## src/rtl/cz_pkg.sv

```systemverilog
package cz_pkg;
  typedef enum logic [2:0] {
    CZ_IDLE    = 3'd0,
    CZ_WAIT    = 3'd1,
    CZ_COLLECT = 3'd2,
    CZ_PEND    = 3'd3,
    CZ_REPORT  = 3'd4
  } cz_state_t;
endpackage

```

## src/rtl/cz_msg_filter.sv

```systemverilog
module cz_msg_filter #(
  parameter int NUM_LINES = 8,
  parameter int BYTE_W    = 8,
  parameter int CNT_W     = 4
) (
  input  logic [NUM_LINES*BYTE_W-1:0] bytes_in,
  input  logic [NUM_LINES-1:0]        sel,
  output logic [NUM_LINES-1:0]        keep,
  output logic [CNT_W-1:0]            count
);
  // a byte whose two leading bits read 01 carries the idle label
  for (genvar g = 0; g < NUM_LINES; g++) begin : g_line
    logic [1:0] lead;
    assign lead    = bytes_in[g*BYTE_W + BYTE_W - 1 -: 2];
    assign keep[g] = sel[g] && (lead != 2'b01);
  end

  always_comb begin
    count = '0;
    for (int i = 0; i < NUM_LINES; i++) begin
      count = count + {{(CNT_W-1){1'b0}}, keep[i]};
    end
  end
endmodule

```

## src/rtl/cz_line_pick.sv

```systemverilog
module cz_line_pick #(
  parameter int NUM_LINES = 8,
  parameter int IDX_W     = 3
) (
  input  logic [NUM_LINES-1:0] req,
  output logic                 found,
  output logic [IDX_W-1:0]     idx
);
  // scan downward so the lowest set line is the last to win
  always_comb begin
    found = 1'b0;
    idx   = '0;
    for (int i = NUM_LINES - 1; i >= 0; i--) begin
      if (req[i]) begin
        found = 1'b1;
        idx   = IDX_W'(i);
      end
    end
  end
endmodule

```

## src/rtl/cz_slot_store.sv

```systemverilog
module cz_slot_store #(
  parameter int NUM_LINES = 8,
  parameter int BYTE_W    = 8,
  parameter int IDX_W     = 3
) (
  input  logic                        clk,
  input  logic                        wr_en,
  input  logic [NUM_LINES-1:0]        wr_sel,
  input  logic [NUM_LINES*BYTE_W-1:0] wr_bytes,
  input  logic [IDX_W-1:0]            rd_idx,
  output logic [BYTE_W-1:0]           rd_byte
);
  logic [BYTE_W-1:0] slot_mem [NUM_LINES];

  for (genvar g = 0; g < NUM_LINES; g++) begin : g_cell
    always_ff @(posedge clk) begin
      if (wr_en && wr_sel[g]) slot_mem[g] <= wr_bytes[g*BYTE_W +: BYTE_W];
    end
  end

  assign rd_byte = slot_mem[rd_idx];
endmodule

```

## src/rtl/cz_extract_top.sv

```systemverilog
module cz_extract_top
  import cz_pkg::*;
#(
  parameter int NUM_LINES = 8,
  parameter int BYTE_W    = 8,
  localparam int CNT_W    = $clog2(NUM_LINES + 1),
  localparam int IDX_W    = (NUM_LINES > 1) ? $clog2(NUM_LINES) : 1
) (
  input  logic                        clk,
  input  logic                        rst,
  input  logic                        frame_start,
  input  logic                        slot0_valid,
  input  logic [NUM_LINES*BYTE_W-1:0] slot0_bytes,
  input  logic                        mask_wr,
  input  logic [NUM_LINES-1:0]        mask_in,
  input  logic                        short_busy,
  input  logic                        or2_rd,
  input  logic                        data_rd,
  output logic [CNT_W-1:0]            or2_count,
  output logic [BYTE_W-1:0]           data_out,
  output logic                        status_n,
  output logic                        active
);
  cz_state_t             state_q;
  logic [NUM_LINES-1:0]  bg_q;
  logic [NUM_LINES-1:0]  exp_q;
  logic [CNT_W-1:0]      cnt_q;
  logic [CNT_W-1:0]      or2_q;
  logic                  unread_q;
  logic [BYTE_W-1:0]     data_q;
  logic                  stat_n_q;
  logic                  hold_q;

  logic [NUM_LINES-1:0]  keep;
  logic [CNT_W-1:0]      msg_cnt;
  logic                  pick_found;
  logic [IDX_W-1:0]      pick_idx;
  logic [BYTE_W-1:0]     pick_byte;
  logic                  ctrl_free;
  logic                  capture;
  logic                  start_rpt;
  logic                  rpt_phase;

  assign ctrl_free = !mask_wr && !(frame_start && state_q != CZ_IDLE);
  assign capture   = ctrl_free && state_q == CZ_COLLECT && slot0_valid;
  assign start_rpt = ctrl_free && state_q == CZ_PEND && !short_busy && !unread_q;
  assign rpt_phase = (state_q == CZ_REPORT);

  cz_msg_filter #(.NUM_LINES(NUM_LINES), .BYTE_W(BYTE_W), .CNT_W(CNT_W)) u_filter (
    .bytes_in (slot0_bytes),
    .sel      (exp_q),
    .keep     (keep),
    .count    (msg_cnt)
  );

  cz_line_pick #(.NUM_LINES(NUM_LINES), .IDX_W(IDX_W)) u_pick (
    .req   (exp_q),
    .found (pick_found),
    .idx   (pick_idx)
  );

  cz_slot_store #(.NUM_LINES(NUM_LINES), .BYTE_W(BYTE_W), .IDX_W(IDX_W)) u_store (
    .clk      (clk),
    .wr_en    (capture),
    .wr_sel   (keep),
    .wr_bytes (slot0_bytes),
    .rd_idx   (pick_idx),
    .rd_byte  (pick_byte)
  );

  always_ff @(posedge clk) begin
    if (rst) begin
      state_q  <= CZ_IDLE;
      bg_q     <= '0;
      exp_q    <= '0;
      cnt_q    <= '0;
      or2_q    <= '0;
      unread_q <= 1'b0;
      data_q   <= '0;
      stat_n_q <= 1'b1;
      hold_q   <= 1'b0;
    end else begin
      hold_q   <= start_rpt;
      stat_n_q <= !(start_rpt || hold_q);
      if (or2_rd) unread_q <= 1'b0;

      if (mask_wr) begin
        bg_q    <= mask_in;
        exp_q   <= mask_in;
        state_q <= (mask_in != '0) ? CZ_WAIT : CZ_IDLE;
      end else if (frame_start && state_q != CZ_IDLE) begin
        exp_q   <= bg_q;
        state_q <= CZ_COLLECT;
      end else begin
        unique case (state_q)
          CZ_COLLECT: begin
            if (slot0_valid) begin
              exp_q   <= keep;
              cnt_q   <= msg_cnt;
              state_q <= (msg_cnt != '0) ? CZ_PEND : CZ_WAIT;
            end
          end
          CZ_PEND: begin
            if (start_rpt) begin
              or2_q    <= cnt_q;
              unread_q <= 1'b1;
              state_q  <= CZ_REPORT;
            end
          end
          CZ_REPORT: begin
            if (data_rd) begin
              if (pick_found) begin
                data_q          <= pick_byte;
                exp_q[pick_idx] <= 1'b0;
              end else begin
                data_q <= '0;
              end
            end
          end
          default: ;
        endcase
      end
    end
  end

  assign or2_count = or2_q;
  assign data_out  = data_q;
  assign status_n  = stat_n_q;
  assign active    = (state_q != CZ_IDLE);
endmodule

```

## config.mk

```make
export PLATFORM = sky130hd
export DESIGN_NAME = cz_extract_top
export DESIGN_NICKNAME = d
export VERILOG_FILES = /design/src/rtl/cz_pkg.sv /design/src/rtl/cz_msg_filter.sv /design/src/rtl/cz_line_pick.sv /design/src/rtl/cz_slot_store.sv /design/src/rtl/cz_extract_top.sv
export SDC_FILE = /design/constraint.sdc
export NUM_CORES = 1
export LEC_CHECK = 0
export BUFFER_PORTS_ARGS = -buffer_cell sky130_fd_sc_hd__buf_2
export CAP_MARGIN = 20
export CORE_MARGIN = 4
export CORE_UTILIZATION = 38
export CTS_CLUSTER_DIAMETER = 200
export DETAILED_ROUTE_END_ITERATION = 6
export GPL_ROUTABILITY_DRIVEN = 0
export GPL_TIMING_DRIVEN = 0
export PLACE_DENSITY = 0.58
export SLEW_MARGIN = 5
export SYNTH_ARGS = -nofsm -noshare
export SYNTH_HDL_FRONTEND = slang
export SYNTH_SLANG_ARGS = --single-unit
```

## constraint.sdc

```tcl
create_clock -name clk -period 4.2 [get_ports clk]
set_clock_uncertainty 0.15 [all_clocks]
set_input_delay 1.26 -clock clk [delete_from_list [all_inputs] [get_ports clk]]
set_output_delay 1.26 -clock clk [all_outputs]
set_load 0.005 [all_outputs]
```

-- Word-level counts from Yosys, hierarchy flattened
Memory sizes are Yosys's and may differ from the RTL's.
Cells that the tools add are included.
- $add $sub $neg: 7
- $lt $le $gt $ge: 2
- eq/ne operators: 15
- muxes and demuxes: 53
- bitwise gates (word level): 4
- reductions and logical operators: 40
- operators with widths (operator ; number):
    2-to-1 mux 8 bit ; 6
    2-to-1 mux 3 bit ; 12
    2-to-1 mux 1 bit ; 31
    adder 4 x 1 -> 4 bit ; 6
    logical AND 1 bit ; 24
    inequality test 2 x 1 -> 1 bit, second input constant ; 8
    inequality test 4 x 3 -> 1 bit, second input constant ; 4
    one-hot mux 8 bit (2 select lines) ; 1
    AND reduction 4 bit ; 4
    nonzero test 4 bit ; 3
    AND 8 bit ; 1
    NOT 8 bit ; 1
    nonzero test 8 bit ; 1
    equality test 3 x 2 -> 1 bit, second input constant ; 2
    one-hot mux 3 bit (2 select lines) ; 1
    zero test 1 bit ; 5
    less-than comparator 3 x 4 -> 1 bit, second input constant ; 1
    demux 1 bit (select 3 bit) ; 1
    equality test 3 bit, second input constant ; 1
    greater-or-equal comparator 3 x 1 -> 1 bit, second input constant ; 1
    AND reduction 3 bit ; 1
    nonzero test 3 bit ; 1
    adder 1 x 1 -> 2 bit ; 1
    2-to-1 mux 2 bit ; 1
    2 further kinds ; 3
- bits in registers: 38
- RAM bits: 64
- input port bits: 80
- output and inout bits: 14
- logic and storage cells: 131
- memories: 1
- memory list (name ; depth ; width ; read ports ; clocked after Yosys merged registers in ; wr ports ; RTL line ; source):
    u_store.slot_mem ; 8 ; 8 ; 1 ; 0 ; 8 ; cz_slot_store.sv:13 ; logic [BYTE_W-1:0] slot_mem [NUM_LINES];

-- Logic depth before layout (Yosys ltp)
- depth in word-level cells: 19
- gate-level depth with buffers: 13
- mapped depth without buffers: 13

-- By module
From an unflattened synthesis, not the netlist that was laid out.
- cells, all modules: 359
- area, all modules: 4754.6 um2
- by module, submodules not included (module ; times used ; cells each ; area each (um2) ; seq. area each (um2)):
    cz_slot_store ; 1 ; 101 ; 2522.4 ; 1921.8
    cz_extract_top ; 1 ; 211 ; 1893.1 ; 760.7
    cz_msg_filter ; 1 ; 34 ; 259.0 ; 0.0
    cz_line_pick ; 1 ; 13 ; 80.1 ; 0.0

-- Least setup slack after synthesis
No wires, ideal clock.
- path type: input to register
- from: in slot0_bytes[6]
- to: reg state_q[1]
- setup time: 70 ps
- arrival: 4315 ps
- data required time: 3980 ps
- path slack: -335 ps
- stages on the path: 13
- path buffers: 0
- cells stage by stage: inv_1 > o21ai_0 > inv_1 > ha_1 > fa_1 > fa_1 > fa_1 > inv_1 > fa_1 > inv_1 > o41ai_1 > a211o_1 > a21oi_1
- cells in the longest elaborated chain, start to end: 15
- RTL lines (element ; RTL line ; source):
    from (decl) ; cz_extract_top.sv:13 ; input logic [NUM_LINES*BYTE_W-1:0] slot0_bytes,
    inequality test 2 x 1 -> 1 bit ; cz_msg_filter.sv:15 ; assign keep[g] = sel[g] && (lead != 2'b01);
    logical AND 1 bit ; cz_msg_filter.sv:15 ;
    adder 1 x 1 -> 2 bit ; cz_msg_filter.sv:21 ; count = count + {{(CNT_W-1){1'b0}}, keep[i]};
    adder 4 x 1 -> 4 bit (6 in a row) ; cz_msg_filter.sv:21 ;
    nonzero test 4 bit ; cz_extract_top.sv:100 ; state_q <= (msg_cnt != '0) ? CZ_PEND : CZ_WAIT;
    2-to-1 mux 2 bit ; cz_extract_top.sv:100 ;
    2-to-1 mux 3 bit ; cz_extract_top.sv:97 ; if (slot0_valid) begin
    one-hot mux 3 bit (2 select lines) ; cz_extract_top.sv:95 ; unique case (state_q)
    2-to-1 mux 3 bit ; cz_extract_top.sv:91 ; end else if (frame_start && state_q != CZ_IDLE) begin
    2-to-1 mux 3 bit ; cz_extract_top.sv:87 ; if (mask_wr) begin
    to (signal assigned) ; cz_extract_top.sv:90 ; state_q <= (mask_in != '0) ? CZ_WAIT : CZ_IDLE;
    to (signal assigned) ; cz_extract_top.sv:100 ;
    to (decl) ; cz_extract_top.sv:24 ; cz_state_t state_q;
No other way between the ends. The select of a mux whose other input is x is not followed.
A chain may end at the register's enable or synchronous reset.

-- Worst setup path in the final report
- from: in slot0_bytes[15]
- to: reg state_q[1]
The elaborated chain is that of the path after synthesis.

==> impl_metrics.py <==
metrics = {
    "setup_path": {
        "arrival_ps": 4330,
        "path_cells": "buf_6 > nand2b_4 > and2_4 > ha_4 > fa_1 > fa_1 > fa_2 > inv_2 > fa_1 > inv_1 > o41ai_2 > a211o_1 > a21oi_2",
        "crit_fanout": 2,
        "rrSetupSlack_ps": 120,
        "path_delay_family": "adder cells",
        "crit_required_ps": 4270,
        "crit_path_frequent_cell": "fa_1",
        "rr_endpoint": "state_q[1]$_SDFFE_PP0P_",
        "r2r_start": "exp_q[0]$_SDFFE_PP0P_",
        "startpoint_type": "primary input",
        "critical_path_buf_inv_count": 3,
        "max_stage_delay_ps": 580,
        "end_kind": "register",
        "r2r_cells": 13,
        "worstSetupPathType": "primary input to register",
        "startpoint": "slot0_bytes[15]",
        "endpoint": "state_q[1]$_SDFFE_PP0P_",
        "worst_path_max_delay_cell": "fa_1",
        "crit_cells": 13,
    },
    "placement": {
        "port_buffers": 93,
        "dp_hpwl_um": 9480,
        "post-place-ws_ps": -421,
    },
    "synth": {
        "synthCells": 399,
        "syn_area_per_cell_um2": 11.4,
        "synth_common_cells": "64 x edfxtp_1, 38 x dfxtp_1, 35 x nor2_1, 31 x nand2_1, 23 x a21oi_1",
        "yosysUniqueCellTypes": 58,
        "synth_ff_type": "edfxtp_1",
        "synth_fp_nets": 486,
        "synth_most_common_cell": "edfxtp_1",
        "synthTopCellsByArea": "edfxtp_1 42%, dfxtp_1 17%, mux2i_1 4.2%",
        "yosys.area.top_type": "edfxtp_1",
        "netlist_area_um2": 4560,
        "yosysWarnings": 0,
        "ys_seq_elements": 102,
        "ys_async_sr_fraction_pct": 0,
        "synth_top_area_share_pct": 42.2,
        "ys_seq_area_share_pct": 58.8,
        "synth-edff-count": 64,
    },
    "pwr": {
        "clkPwrFrac_pct": 37.1,
        "p_per_area_nw_per_um2": 406,
        "p_switching_uw": 588,
        "power.leakage_nw": 2.21,
        "p_seq_share_pct": 48.0,
        "power.internal_mw": 1.69,
        "swShare_pct": 25.9,
        "p_comb_share_pct": 14.9,
        "ir_drop_uv": 258,
    },
    "floorplan": {
        "core_um2": 11600,
        "initial_core_util_pct": 39.4,
        "die_area_um2": 13800,
        "ios": 94,
        "std_cell_rows": 39,
        "die_h_um": 118,
        "die_x_um": 118,
    },
    "hold_path": {
        "hp-start": "data_out[4]$_SDFFE_PP0P_",
        "hold_class": "register to register",
    },
    "outcome": {
        "violations": "setup timing",
        "status": "complete, but fails checks",
    },
    "timing": {
        "setup_viol": 1,
        "rsz0062_at_grt": "true",
        "final_max_slew_viol_count": 0,
        "slew_headroom_pct": 38.1,
        "period_needed_ps": 4270,
        "hold_viol": 0,
        "max_freq_mhz": 234,
        "fin_ws_ps": -65.6,
        "worst_pin_slew_ps": 921,
        "fin_crit_sh_pct": 102,
        "timing.hold.ws_ps": 294,
    },
    "clock_network": {
        "clock_sinks": 102,
        "numCtsBuffers": 9,
        "hold_buffers": 0,
        "htree_levels": 3,
        "cts_tree": "yes",
        "clock_path_buffers": 2,
        "root_buffer": "clkbuf_16",
        "clock_latency_ps": 350,
        "clkTransAtPathRegs_ps": 70,
    },
    "route": {
        "num_vias": 3555,
        "dr.first_iter.drc_count": 268,
        "drt-wirelength-per-cell_um": 18.9,
        "drt_wl_total_um": 12400,
        "drt_first_pass_iters": 5,
        "postRouteAntennaNets": 0,
        "via_per_inst": 5.42,
        "drc": 0,
    },
    "global_routing": {
        "antenna_found_initial": 0,
        "grt_usage_pct": 17.9,
        "grt_pass1_wl_um": 19300,
        "overflow": 0,
        "grt_pass1_vias": 3703,
        "grt_max_degree": 18,
    },
    "finish": {
        "drive_above_1_share_pct": 27.5,
        "antenna_cells": 0,
        "area_growth_pct": 22.8,
        "num-nets-final": 595,
    },
    "flow_run": {
        "cap_violations": 0,
    },
}
-- per-layer routing --
layer / share of wire, % / track usage [%] / wire [um]
met4: 2.3 / 6.59 / 283
met2: 49 / 30.2 / 6080
met5: 0 / 0 / 0
met3: 5.5 / 4.52 / 677
met1: 43 / 22.3 / 5340
-- flip-flops by register name (all words and copies together) (netlist names) --
register          count
status_n              1
unread_q              1
u_store.slot_mem     64
or2_count             4
hold_q                1
state_q               3
data_out              8
bg_q                  8
exp_q                 8
cnt_q                 4
-- cell families (layout without fill, tap and decap cells) --
| kind of cell | after synthesis | after routing | synth area share, % |
|---|---|---|---|
| multiplexers | 20 | 20 | 4.42 |
| buffers and inverters | 32 | 146 | 3.10 |
| AND/OR/NAND/NOR | 136 | 136 | 15.7 |
| adder cells (fa/ha/maj) | 7 | 7 | 2.58 |
| flip-flops | 102 | 102 | 58.8 |
| XOR/XNOR | 1 | 1 | 0.192 |
| AO/OA/AOI/OAI | 101 | 101 | 15.2 |
-- power groups by stage --
| stage | registers (mW) | clock network [mW] | logic (mW) |
|---|---|---|---|
| CTS | 1.09 | 0.859 | 0.328 |
| global route | 1.09 | 0.897 | 0.370 |
| detailed placement | 1.11 | 0 | 0.323 |
| finish | 1.09 | 0.844 | 0.339 |
| global placement | 1.11 | 0 | 0.317 |
| floorplan | 1.11 | 0 | 0.203 |
-- how the worst min path moves through the flow --
| stage | to | slack [ps] | cells after the start |
|---|---|---|---|
| 2_1_floorplan | data_out[4]$_SDFFE_PP0P_ | 280 | 2 |
| 3_3_place_gp | data_out[4]$_SDFFE_PP0P_ | 280 | 2 |
| 3_5_place_dp | data_out[4]$_SDFFE_PP0P_ | 280 | 2 |
| 4_1_cts | data_out[4]$_SDFFE_PP0P_ | 290 | 2 |
| 5_1_grt | data_out[4]$_SDFFE_PP0P_ | 350 | 2 |
| 6_report | data_out[4]$_SDFFE_PP0P_ | 290 | 2 |
-- what timing repair did --
action                     4_1_cts  5_1_grt
pin swaps                        1        9
buffers inserted                 1        3
setup endpoints to repair        1        1
resized for setup                2        7
-- layout by cell type, fill, tap and decap left out, types with 4 or more instances in the layout --
cell        n
a41o_1      4
a22oi_1     5
buf_2      93
clkbuf_1   10
nand3_1     9
o22ai_1    17
inv_1      12
a21oi_1    22
nor2b_1     5
edfxtp_1   64
nor2_1     35
nand2_1    31
nor4_1      4
or4_1       4
a211oi_1    6
dfxtp_1    38
o21ai_0    18
and3_1      6
nand2b_1   13
buf_4       8
and2_1     11
clkbuf_16   9
nor3_1      4
mux2i_1    19
-- through the flow --
step	power [mW]	cell area, um^2	TNS [ps]	utilization, %	cells
floorplan	1.31	4590	-87.5	-	399
global placement	1.43	5240	-812	45.3	635
detailed placement	1.44	5240	-548	45.3	636
CTS	2.28	5560	-39.0	48.1	653
global route	2.36	5600	-141	48.4	656
finish	2.27	5600	-65.6	48.4	656
-- final cells by class --
type	instances	area (um^2)
inverter	15	56.3
sequential	102	2680
multi-input combinational	265	1780
clock buffer	10	229
timing repair buffer	98	515
tap	143	179
fill	1074	5960
buffer	17	85.1
clock inverter	6	70.1
-- tightest hold or removal path, cell delays in order, from the launching register on --
cell     delay [ps]
dfxtp_1         320
nand2_1          50
nand2_1          40
Note: power is estimated with default switching activity, not from simulation.
